<file path="src/rtl/pulse_prescaler_pkg.sv">
package pulse_prescaler_pkg;
  // Strobes passed from the counting control to the pulse datapath
  typedef struct packed {
    logic edgeSeen;   // one-cycle strobe per synchronized rising edge
    logic terminal;   // one-cycle strobe when the count wraps
  } strobe_t;
endpackage

</file>
<file path="src/rtl/prescale_ctrl.sv">
module prescale_ctrl
  import pulse_prescaler_pkg::*;
#(
  parameter int RATIO_W     = 8,
  parameter int SYNC_STAGES = 2
) (
  input  logic               clk,
  input  logic               rstN,
  input  logic               eventIn,
  input  logic [RATIO_W-1:0] divRatio,
  output strobe_t            stb
);
  localparam logic [RATIO_W-1:0] ONE = RATIO_W'(1);

  logic [SYNC_STAGES-1:0] syncQ;
  logic                   prevSample;
  logic                   edgeStb;
  logic                   fireQ;
  logic [RATIO_W-1:0]     edgeCnt;
  logic                   lastCount;

  genvar i;
  generate
    for (i = 0; i < SYNC_STAGES; i++) begin : g_sync
      if (i == 0) begin : g_first
        always_ff @(posedge clk or negedge rstN)
          if (!rstN) syncQ[0] <= 1'b0;
          else       syncQ[0] <= eventIn;
      end else begin : g_next
        always_ff @(posedge clk or negedge rstN)
          if (!rstN) syncQ[i] <= 1'b0;
          else       syncQ[i] <= syncQ[i-1];
      end
    end
  endgenerate

  // registered rising-edge detector
  always_ff @(posedge clk or negedge rstN) begin
    if (!rstN) begin
      prevSample <= 1'b0;
      edgeStb    <= 1'b0;
    end else begin
      prevSample <= syncQ[SYNC_STAGES-1];
      edgeStb    <= syncQ[SYNC_STAGES-1] & ~prevSample;
    end
  end

  assign lastCount = (divRatio <= ONE) || (edgeCnt >= divRatio - ONE);

  // modulo-N counter
  always_ff @(posedge clk or negedge rstN) begin
    if (!rstN) begin
      edgeCnt <= '0;
      fireQ   <= 1'b0;
    end else begin
      fireQ <= 1'b0;
      if (edgeStb) begin
        if (lastCount) begin
          edgeCnt <= '0;
          fireQ   <= 1'b1;
        end else begin
          edgeCnt <= edgeCnt + ONE;
        end
      end
    end
  end

  assign stb.edgeSeen = edgeStb;
  assign stb.terminal = fireQ;


  edge_single_chk: assert property (@(posedge clk) disable iff (!rstN)
    edgeStb |=> !edgeStb);


  count_hold_chk: assert property (@(posedge clk) disable iff (!rstN)
    !edgeStb |=> $stable(edgeCnt));


  level_no_edge_chk: assert property (@(posedge clk) disable iff (!rstN)
    (prevSample && syncQ[SYNC_STAGES-1]) |=> !edgeStb);
endmodule

</file>
<file path="src/rtl/prescale_pulse.sv">
module prescale_pulse
  import pulse_prescaler_pkg::*;
#(
  parameter int PULSE_CYCLES = 50
) (
  input  logic    clk,
  input  logic    rstN,
  input  strobe_t stb,
  output logic    pulseOut
);
  localparam int TW = (PULSE_CYCLES < 2) ? 1 : $clog2(PULSE_CYCLES + 1);
  localparam logic [TW-1:0] RELOAD = TW'(PULSE_CYCLES - 1);

  logic [TW-1:0] remaining;
  logic          pulseQ;

  always_ff @(posedge clk or negedge rstN) begin
    if (!rstN) begin
      remaining <= '0;
      pulseQ    <= 1'b0;
    end else if (stb.terminal) begin
      remaining <= RELOAD;
      pulseQ    <= 1'b1;
    end else if (remaining != '0) begin
      remaining <= remaining - TW'(1);
    end else begin
      pulseQ <= 1'b0;
    end
  end

  assign pulseOut = pulseQ;


  terminal_from_edge_chk: assert property (@(posedge clk) disable iff (!rstN)
    stb.terminal |-> $past(stb.edgeSeen));


  pulse_restart_chk: assert property (@(posedge clk) disable iff (!rstN)
    stb.terminal |=> (pulseQ && remaining == RELOAD));


  pulse_start_chk: assert property (@(posedge clk) disable iff (!rstN)
    (!pulseQ && !stb.terminal) |=> !pulseQ);


  timer_bound_chk: assert property (@(posedge clk) disable iff (!rstN)
    remaining <= RELOAD);
endmodule

</file>
<file path="src/rtl/pulse_prescaler.sv">
module pulse_prescaler
  import pulse_prescaler_pkg::*;
#(
  parameter int RATIO_W      = 8,
  parameter int SYNC_STAGES  = 2,
  parameter int PULSE_CYCLES = 50
) (
  input  logic               clk,
  input  logic               rstN,
  input  logic               eventIn,
  input  logic [RATIO_W-1:0] divRatio,
  output logic               pulseOut
);
  strobe_t stb;

  prescale_ctrl #(.RATIO_W(RATIO_W), .SYNC_STAGES(SYNC_STAGES)) i_ctrl (
    .clk(clk), .rstN(rstN), .eventIn(eventIn), .divRatio(divRatio), .stb(stb)
  );

  prescale_pulse #(.PULSE_CYCLES(PULSE_CYCLES)) i_pulse (
    .clk(clk), .rstN(rstN), .stb(stb), .pulseOut(pulseOut)
  );


  reset_low_chk: assert property (@(posedge clk) !rstN |-> !pulseOut);
endmodule

</file>
<file path="config.mk">
export PLATFORM = sky130hd
export DESIGN_NAME = pulse_prescaler
export DESIGN_NICKNAME = d
export VERILOG_FILES = /design/src/rtl/pulse_prescaler_pkg.sv /design/src/rtl/prescale_ctrl.sv /design/src/rtl/prescale_pulse.sv /design/src/rtl/pulse_prescaler.sv
export SDC_FILE = /design/constraint.sdc
export NUM_CORES = 1
export LEC_CHECK = 0
export BUFFER_PORTS_ARGS = -buffer_cell sky130_fd_sc_hd__buf_2
export CAP_MARGIN = 20
export CORE_MARGIN = 5
export CORE_UTILIZATION = 47
export CTS_CLUSTER_DIAMETER = 150
export DETAILED_ROUTE_END_ITERATION = 6
export HOLD_SLACK_MARGIN = 0.02
export MAX_ROUTING_LAYER = met4
export PLACE_DENSITY_LB_ADDON = 0.2
export SLEW_MARGIN = 0
export SYNTH_ARGS = -nofsm -noshare
export SYNTH_HDL_FRONTEND = slang
export SYNTH_SLANG_ARGS = --single-unit
</file>
<file path="constraint.sdc">
create_clock -name clk -period 3.4 [get_ports clk]
set_input_delay 0.17 -clock clk [delete_from_list [all_inputs] [get_ports clk]]
set_output_delay 0.17 -clock clk [all_outputs]
set_load 0.05 [all_outputs]
</file>
==> results of run 1 <==
cell type report:
type / instances / area (µm²)
Sequential cell: 20 / 500.5
Inverter: 9 / 33.78
Multi-Input combinational cell: 90 / 659.4
Clock buffer: 3 / 22.52
Tap cell: 30 / 37.54
Fill cell: 234 / 1126
Timing Repair Buffer: 13 / 75.07
flip-flops by register name, summed over array words and instances, names as in the netlist:
register	cells
i_ctrl.edgeCnt	8
i_ctrl.edgeStb	1
i_ctrl.fireQ	1
i_ctrl.prevSample	1
i_ctrl.syncQ	2
i_pulse.pulseOut	1
i_pulse.remaining	6
cell usage after synthesis, drive strengths merged, types with 2 or more instances:
library cell  number  area (µm²)
dfrtp             20       500.5
ha                13       162.7
nor2              12       45.04
inv                9       33.78
nand2              8       32.54
xnor2              7       61.31
a21oi              5       25.02
nand3              5       25.02
xor2               5       43.79
nor3               4       20.02
nand2b             3       18.77
nand3b             3       22.52
nand4              3       18.77
a2111oi            2       23.77
a21o               2       15.01
nor4               2       27.53
o21ai              2       10.01
o221ai             2       17.52
or4                2       20.02
worst register-to-register path: stages (launching register included):
cell and delay [ns]:
dfrtp_1 0.45, ha_1 0.33, a21oi_1 0.15, nor2_1 0.06, a2111oi_2 0.59, nand2_2 0.20, and2_1 0.21
through the flow:
| step | hold WS [ns] | power, µW |
|---|---|---|
| 2_1_floorplan | -0.1256 | 723.1 |
| 3_3_place_gp | 0.1282 | 811.1 |
| 3_5_place_dp | 0.1292 | 827.6 |
| 4_1_cts | 0.3344 | 940.0 |
| 5_1_grt | 0.3597 | 1030 |
| 6_report | 0.3347 | 926.5 |
cell families after synthesis:
| family | after synthesis | synth area share |
|---|---|---|
| AO/OA/AOI/OAI | 18 | 0.1076 |
| buffers and inverters | 10 | 0.03134 |
| XOR/XNOR | 12 | 0.08777 |
| adder cells (fa/ha/maj) | 13 | 0.1358 |
| AND/OR/NAND/NOR | 47 | 0.2195 |
| flip-flops | 20 | 0.4180 |
final timing paths:
| path | start | end | slack [ns] | depth (start not counted) |
|---|---|---|---|---|
| setup / recovery | divRatio[3] | i_ctrl.edgeCnt[4] | 0.90 | 9 |
| hold / removal | rstN | i_ctrl.edgeStb | 0.33 | 2 |
| setup reg to reg | i_ctrl.edgeCnt[5] | i_ctrl.fireQ | 1.30 | 6 |
| hold reg to reg | i_ctrl.syncQ[0] | i_ctrl.syncQ[1] | 0.36 | 0 |
| max in group asynchronous | rstN | i_pulse.remaining[3] | 2.77 | 2 |
| min in group clk | i_ctrl.syncQ[0] | i_ctrl.syncQ[1] | 0.36 | 0 |
power by group through the flow:
stage / combinational (µW) / sequential (µW) / clock (µW)
floorplan: 301 / 422 / 0
global placement: 387 / 424 / 0
detailed placement: 399 / 429 / 0
CTS: 405 / 424 / 111
global route: 469 / 439 / 121
finish: 399 / 422 / 105
repair_timing:
action                                 4_1_cts  5_1_grt
hold buffers                                 2        0
endpoints found under the hold margin       21        0
setup buffers                                0        0
cells in the final DEF (no fill, tap or decap), types with 2 or more instances in the layout:
cell / Yosys / routed
nor3_1: 4 / 4
ha_1: 13 / 13
clkbuf_4: 0 / 3
a21o_1: 2 / 2
nand2b_1: 3 / 3
o21ai_0: 2 / 2
nand3_1: 5 / 5
xor2_1: 5 / 5
buf_2: 0 / 11
o221ai_1: 2 / 2
a21oi_1: 5 / 5
dfrtp_1: 20 / 20
xnor2_1: 7 / 7
inv_1: 9 / 9
nor2_1: 12 / 12
nand4_1: 3 / 3
nand2_1: 7 / 7
dlygate4sd3_1: 0 / 2
nand3b_1: 3 / 3
metal layers:
metal  share of wire  track usage  vias up
li1                -            -      453
met1            0.47       0.1848      412
met2            0.50       0.2207       10
met3           0.030      0.03830        2
met4          0.0024      0.01858        0
met5               0            -        -
==> flow_metrics.env, run 1 <==
export IMPL_crit_buf_inv=1
export IMPL_criticalPathCategory="input port to register"
export IMPL_p_leak_uw=0.0006176
export IMPL_cap_violations=0
export IMPL_die_w_um=60.48
export IMPL_synthCells=120
export IMPL_drc=0
export IMPL_avgSynthCellArea_um2=9.978
export IMPL_sequentialPowerShare=0.456
export IMPL_io_pins=12
export IMPL_post_dp_cell_area_um2=1286
export IMPL_cp_slowest_stage_delay_ns=0.74
export IMPL_grt_pass1_wl_um=3774
export IMPL_routed_wl_um=2105
export IMPL_cts_sinks=20
export IMPL_p_int_uw=556.2
export IMPL_place_inst=160
export IMPL_power_frac_comb=0.431
export IMPL_post_place_ws_ns=0.5865
export IMPL_io_buffers=11
export IMPL_power_switching_uw=370.3
export IMPL_grt_ovfl_total=0
export IMPL_initial_utilization=0.4878
export IMPL_layout_worst_path_cycle_share=0.7340
export IMPL_drv_slew=0
export IMPL_rsz0062_at_grt="false"
export IMPL_fin_util=0.5413
export IMPL_ys_seq_area_frac=0.4180
export IMPL_dieHeight_um=60.48
export IMPL_hpwlAfterDp_um=1664
export IMPL_area_delta_synth_final_pct=10.97
export IMPL_drtIter0Drc=25
export IMPL_synthDistinctLibCells=34
export IMPL_crit_arrival_ns=2.65
export IMPL_ant_nets=0
export IMPL_status="finished, final reports clean"
export IMPL_async_reset_ff_frac=1.000
export IMPL_clkLatencyLatePin_ns=0.29
export IMPL_cts_made_buffers=3
export IMPL_crit_required_ns=3.56
export IMPL_path_cells="buf_2, or4_4, nor4_1, xnor2_1, ha_1, nand2_1, or4_2, nand2_2, o221ai_1"
export IMPL_cts_resized=0
export IMPL_p_clk_frac=0.113
export IMPL_first_pass_iters=4
export IMPL_crit_fanout=7
export IMPL_fin_skew_ns=0.002303
export IMPL_grt_max_degree=21
export IMPL_gr_usage_all_layers=0.1395
export IMPL_worstSetupEndpointType="register"
export IMPL_placementRows=18
export IMPL_nNetsFinal=161
export IMPL_setup_viol=0
export IMPL_die_area_um2=3657
export IMPL_irDropWorstVdd_v=0.0004729
export IMPL_synth_edf_count=0
export IMPL_ys_flop_type="dfrtp_1"
export IMPL_final_cell_count_no_fill=165
export IMPL_power_share_switching=0.3997
export IMPL_hold_path_class="input port to asynchronous set/reset pin"
export IMPL_path_delay_family="simple AND/OR/NAND/NOR gates"
export IMPL_synthesis_nets=144
export IMPL_slew_headroom=0.6066
export IMPL_worst_slack_ns=0.9043
export IMPL_clockBufferDepth=2
export IMPL_antenna_found_initial=0
export IMPL_avgRoutedWirePerCell_um=12.76
export IMPL_drive_gt1_frac=0.1407
export IMPL_cts_max_level=1
export IMPL_hold_viol_final=0
export IMPL_cts_tree="built"
export IMPL_finalSetupTns_ns=0
export IMPL_synth_seq_cells=20
export IMPL_pwr_density_cell_nw_per_um2=697.3
export IMPL_via_per_inst=5.315
export IMPL_antennaDiodeCount=0
export IMPL_tightest_slew_ns=0.5890
export IMPL_finalCriticalPeriod_ns=2.496
export IMPL_core_area_um2=2455
export IMPL_ys_warn_count=0
export IMPL_grt_pass1_vias=854
export IMPL_clk_pin_slew_ns=0.10
export IMPL_fmax_ghz=0.4007
export IMPL_startpoint_type="input port"
export IMPL_cts_root_buf="clkbuf_4"
export IMPL_place_congestion=0.8268
export IMPL_cpMaxStageDelayCell="or4_2"
export IMPL_syn_area_um2=1197
export IMPL_vias=877
export IMPL_final_area_um2=1329
(Power assumes the default switching activity.)
==> inputs of run 2 (changes only) <==
==> constraint.sdc (replaced) <==
create_clock -name clk -period 2.25 [get_ports clk]
set_input_delay 0.1125 -clock clk [delete_from_list [all_inputs] [get_ports clk]]
set_output_delay 0.1125 -clock clk [all_outputs]
set_load 0.05 [all_outputs]
==> run 2 against run 1 <==
Via count rose by 8.0%. Design area rose by 9.2%. Clock power rose by 93%. First-iteration DRC count rose by 68%. Worst hold slack got worse by 0.062 ns. Global-route usage rose by 0.32 points. Final cell count rose by 7.3%. Die area did not move. Clock skew rose by 0.0067 ns. Routed wire length rose by 6.0%. Highest routed layer unchanged.
==> flow_metrics.env, run 2 (synthesis gave the netlist of run 1 again) <==
export IMPL_clk_pin_slew_ns=0.11
export IMPL_antennaDiodeCount=0
export IMPL_pwr_density_cell_nw_per_um2=1040
export IMPL_place_congestion=0.8215
export IMPL_routed_wl_um=2232
export IMPL_initial_utilization=0.4878
export IMPL_cts_resized=0
export IMPL_cap_violations=0
export IMPL_avgRoutedWirePerCell_um=12.61
export IMPL_clockBufferDepth=2
export IMPL_drive_gt1_frac=0.2177
export IMPL_core_area_um2=2455
export IMPL_antenna_found_initial=0
export IMPL_crit_fanout=4
export IMPL_crit_required_ns=2.46
export IMPL_layout_common_cells="20 x dfrtp_1, 13 x ha_1, 12 x nor2_1"
export IMPL_final_cell_count_no_fill=177
export IMPL_total_power_uw=1509
export IMPL_fin_util=0.5912
export IMPL_post_place_ws_ns=-0.1907
export IMPL_filler_cell_count=220
export IMPL_worst_slack_ns=0.1342
export IMPL_via_per_inst=5.350
export IMPL_area_delta_synth_final_pct=21.21
export IMPL_grt_pass1_vias=908
export IMPL_hold_path_class="input port to asynchronous set/reset pin"
export IMPL_status="finished, final reports clean"
export IMPL_die_area_um2=3657
export IMPL_io_buffers=11
export IMPL_grt_max_degree=21
export IMPL_fin_hold_ws_ns=0.2731
export IMPL_dieHeight_um=60.48
export IMPL_crit_arrival_ns=2.32
export IMPL_reg_largest_list="i_ctrl.edgeCnt: 8 flops, i_pulse.remaining: 6 flops, i_ctrl.syncQ: 2 flops"
export IMPL_finalCriticalPeriod_ns=2.116
export IMPL_clkLatencyLatePin_ns=0.30
export IMPL_hold_viol_final=0
export IMPL_largest_reg_flops=8
export IMPL_rsz0062_at_grt="false"
export IMPL_worstSetupEndpointType="register"
export IMPL_layout_worst_path_cycle_share=0.9403
export IMPL_reg2reg_slack_ns=0.30
export IMPL_drv_slew=0
export IMPL_placementRows=18
export IMPL_grt_ovfl_total=0
export IMPL_p_leak_uw=0.0006821
export IMPL_cts_root_buf="clkbuf_4"
export IMPL_fmax_ghz=0.4726
export IMPL_place_inst=171
export IMPL_fin_skew_ns=0.008962
export IMPL_grt_pass1_wl_um=3836
export IMPL_slew_headroom=0.7153
export IMPL_io_pins=12
export IMPL_cts_tree="built"
export IMPL_cts_made_buffers=3
export IMPL_vias=947
export IMPL_irDropWorstVdd_v=0.0007932
export IMPL_gr_usage_all_layers=0.1427
export IMPL_criticalPathCategory="input port to register"
export IMPL_nNetsFinal=172
export IMPL_setup_viol=0
export IMPL_ant_nets=0
export IMPL_startpoint_type="input port"
export IMPL_drtIter0Drc=42
export IMPL_tightest_slew_ns=0.4163
export IMPL_hpwlAfterDp_um=1762
export IMPL_final_common_cell="dfrtp_1"
export IMPL_drc=0
export IMPL_regMostFlops="i_ctrl.edgeCnt"
export IMPL_cts_sinks=20
export IMPL_cts_max_level=1
export IMPL_die_w_um=60.48
export IMPL_first_pass_iters=4
## run 2: final timing paths
kind                                   endpoint         startpoint  depth (start not counted)
setup reg to reg              i_ctrl.edgeCnt[3]  i_ctrl.edgeCnt[0]                          7
min in group clk                i_ctrl.syncQ[1]    i_ctrl.syncQ[0]                          0
setup / recovery              i_ctrl.edgeCnt[3]        divRatio[3]                         11
max in group asynchronous     i_ctrl.edgeCnt[2]               rstN                          2
hold / removal             i_pulse.remaining[5]               rstN                          2
hold reg to reg                 i_ctrl.syncQ[1]    i_ctrl.syncQ[0]                          0
## run 2: metrics by stage
| stage | TNS (ns) | cell area (µm²) |
|---|---|---|
| 2_1_floorplan | 0 | 1224 |
| 3_3_place_gp | -0.6241 | 1395 |
| 3_5_place_dp | -1.216 | 1395 |
| 4_1_cts | 0 | 1451 |
| 5_1_grt | 0 | 1451 |
| 6_report | 0 | 1451 |
## run 2: per-layer routing
metal	GRT usage	share of wire	routed length (µm)
met4	0.01858	0.0054	12
met2	0.2500	0.52	1165
met3	0.03830	0.029	64
met5	-	0	0
met1	0.1689	0.44	990
## run 2: area by class of cell
class,count,area (µm²),area share
Timing Repair Buffer,24,157.7,0.1086
Clock buffer,4,36.28,0.02500
Sequential cell,20,500.5,0.3448
Multi-Input combinational cell,90,685.7,0.4724
Inverter,9,33.78,0.02328
Tap cell,30,37.54,0.02586
## run 2: what timing repair did
action	CTS	global route
hold buffers	2	0
buffers inserted	0	0
hold endpoints to repair	21	0
setup endpoints to repair	0	0
## run 2: worst max-delay path, cell delays in order
cell and delay, ns:
buf_2 0.11, or4_4 0.54, nor4_2 0.18, xnor2_1 0.15, ha_1 0.26, nand2_1 0.09, nor2_1 0.08, a2111oi_4 0.40
buf_4 0.20, nand4_1 0.10, o221ai_1 0.11
## run 2: power breakdown
part           switching, µW  total, µW  internal [µW]  leakage (µW)
combinational            343        667            324      0.000425
sequential               141        639            497      0.000236
clock                    105        203           98.6     0.0000210
total                    589       1510            920      0.000682
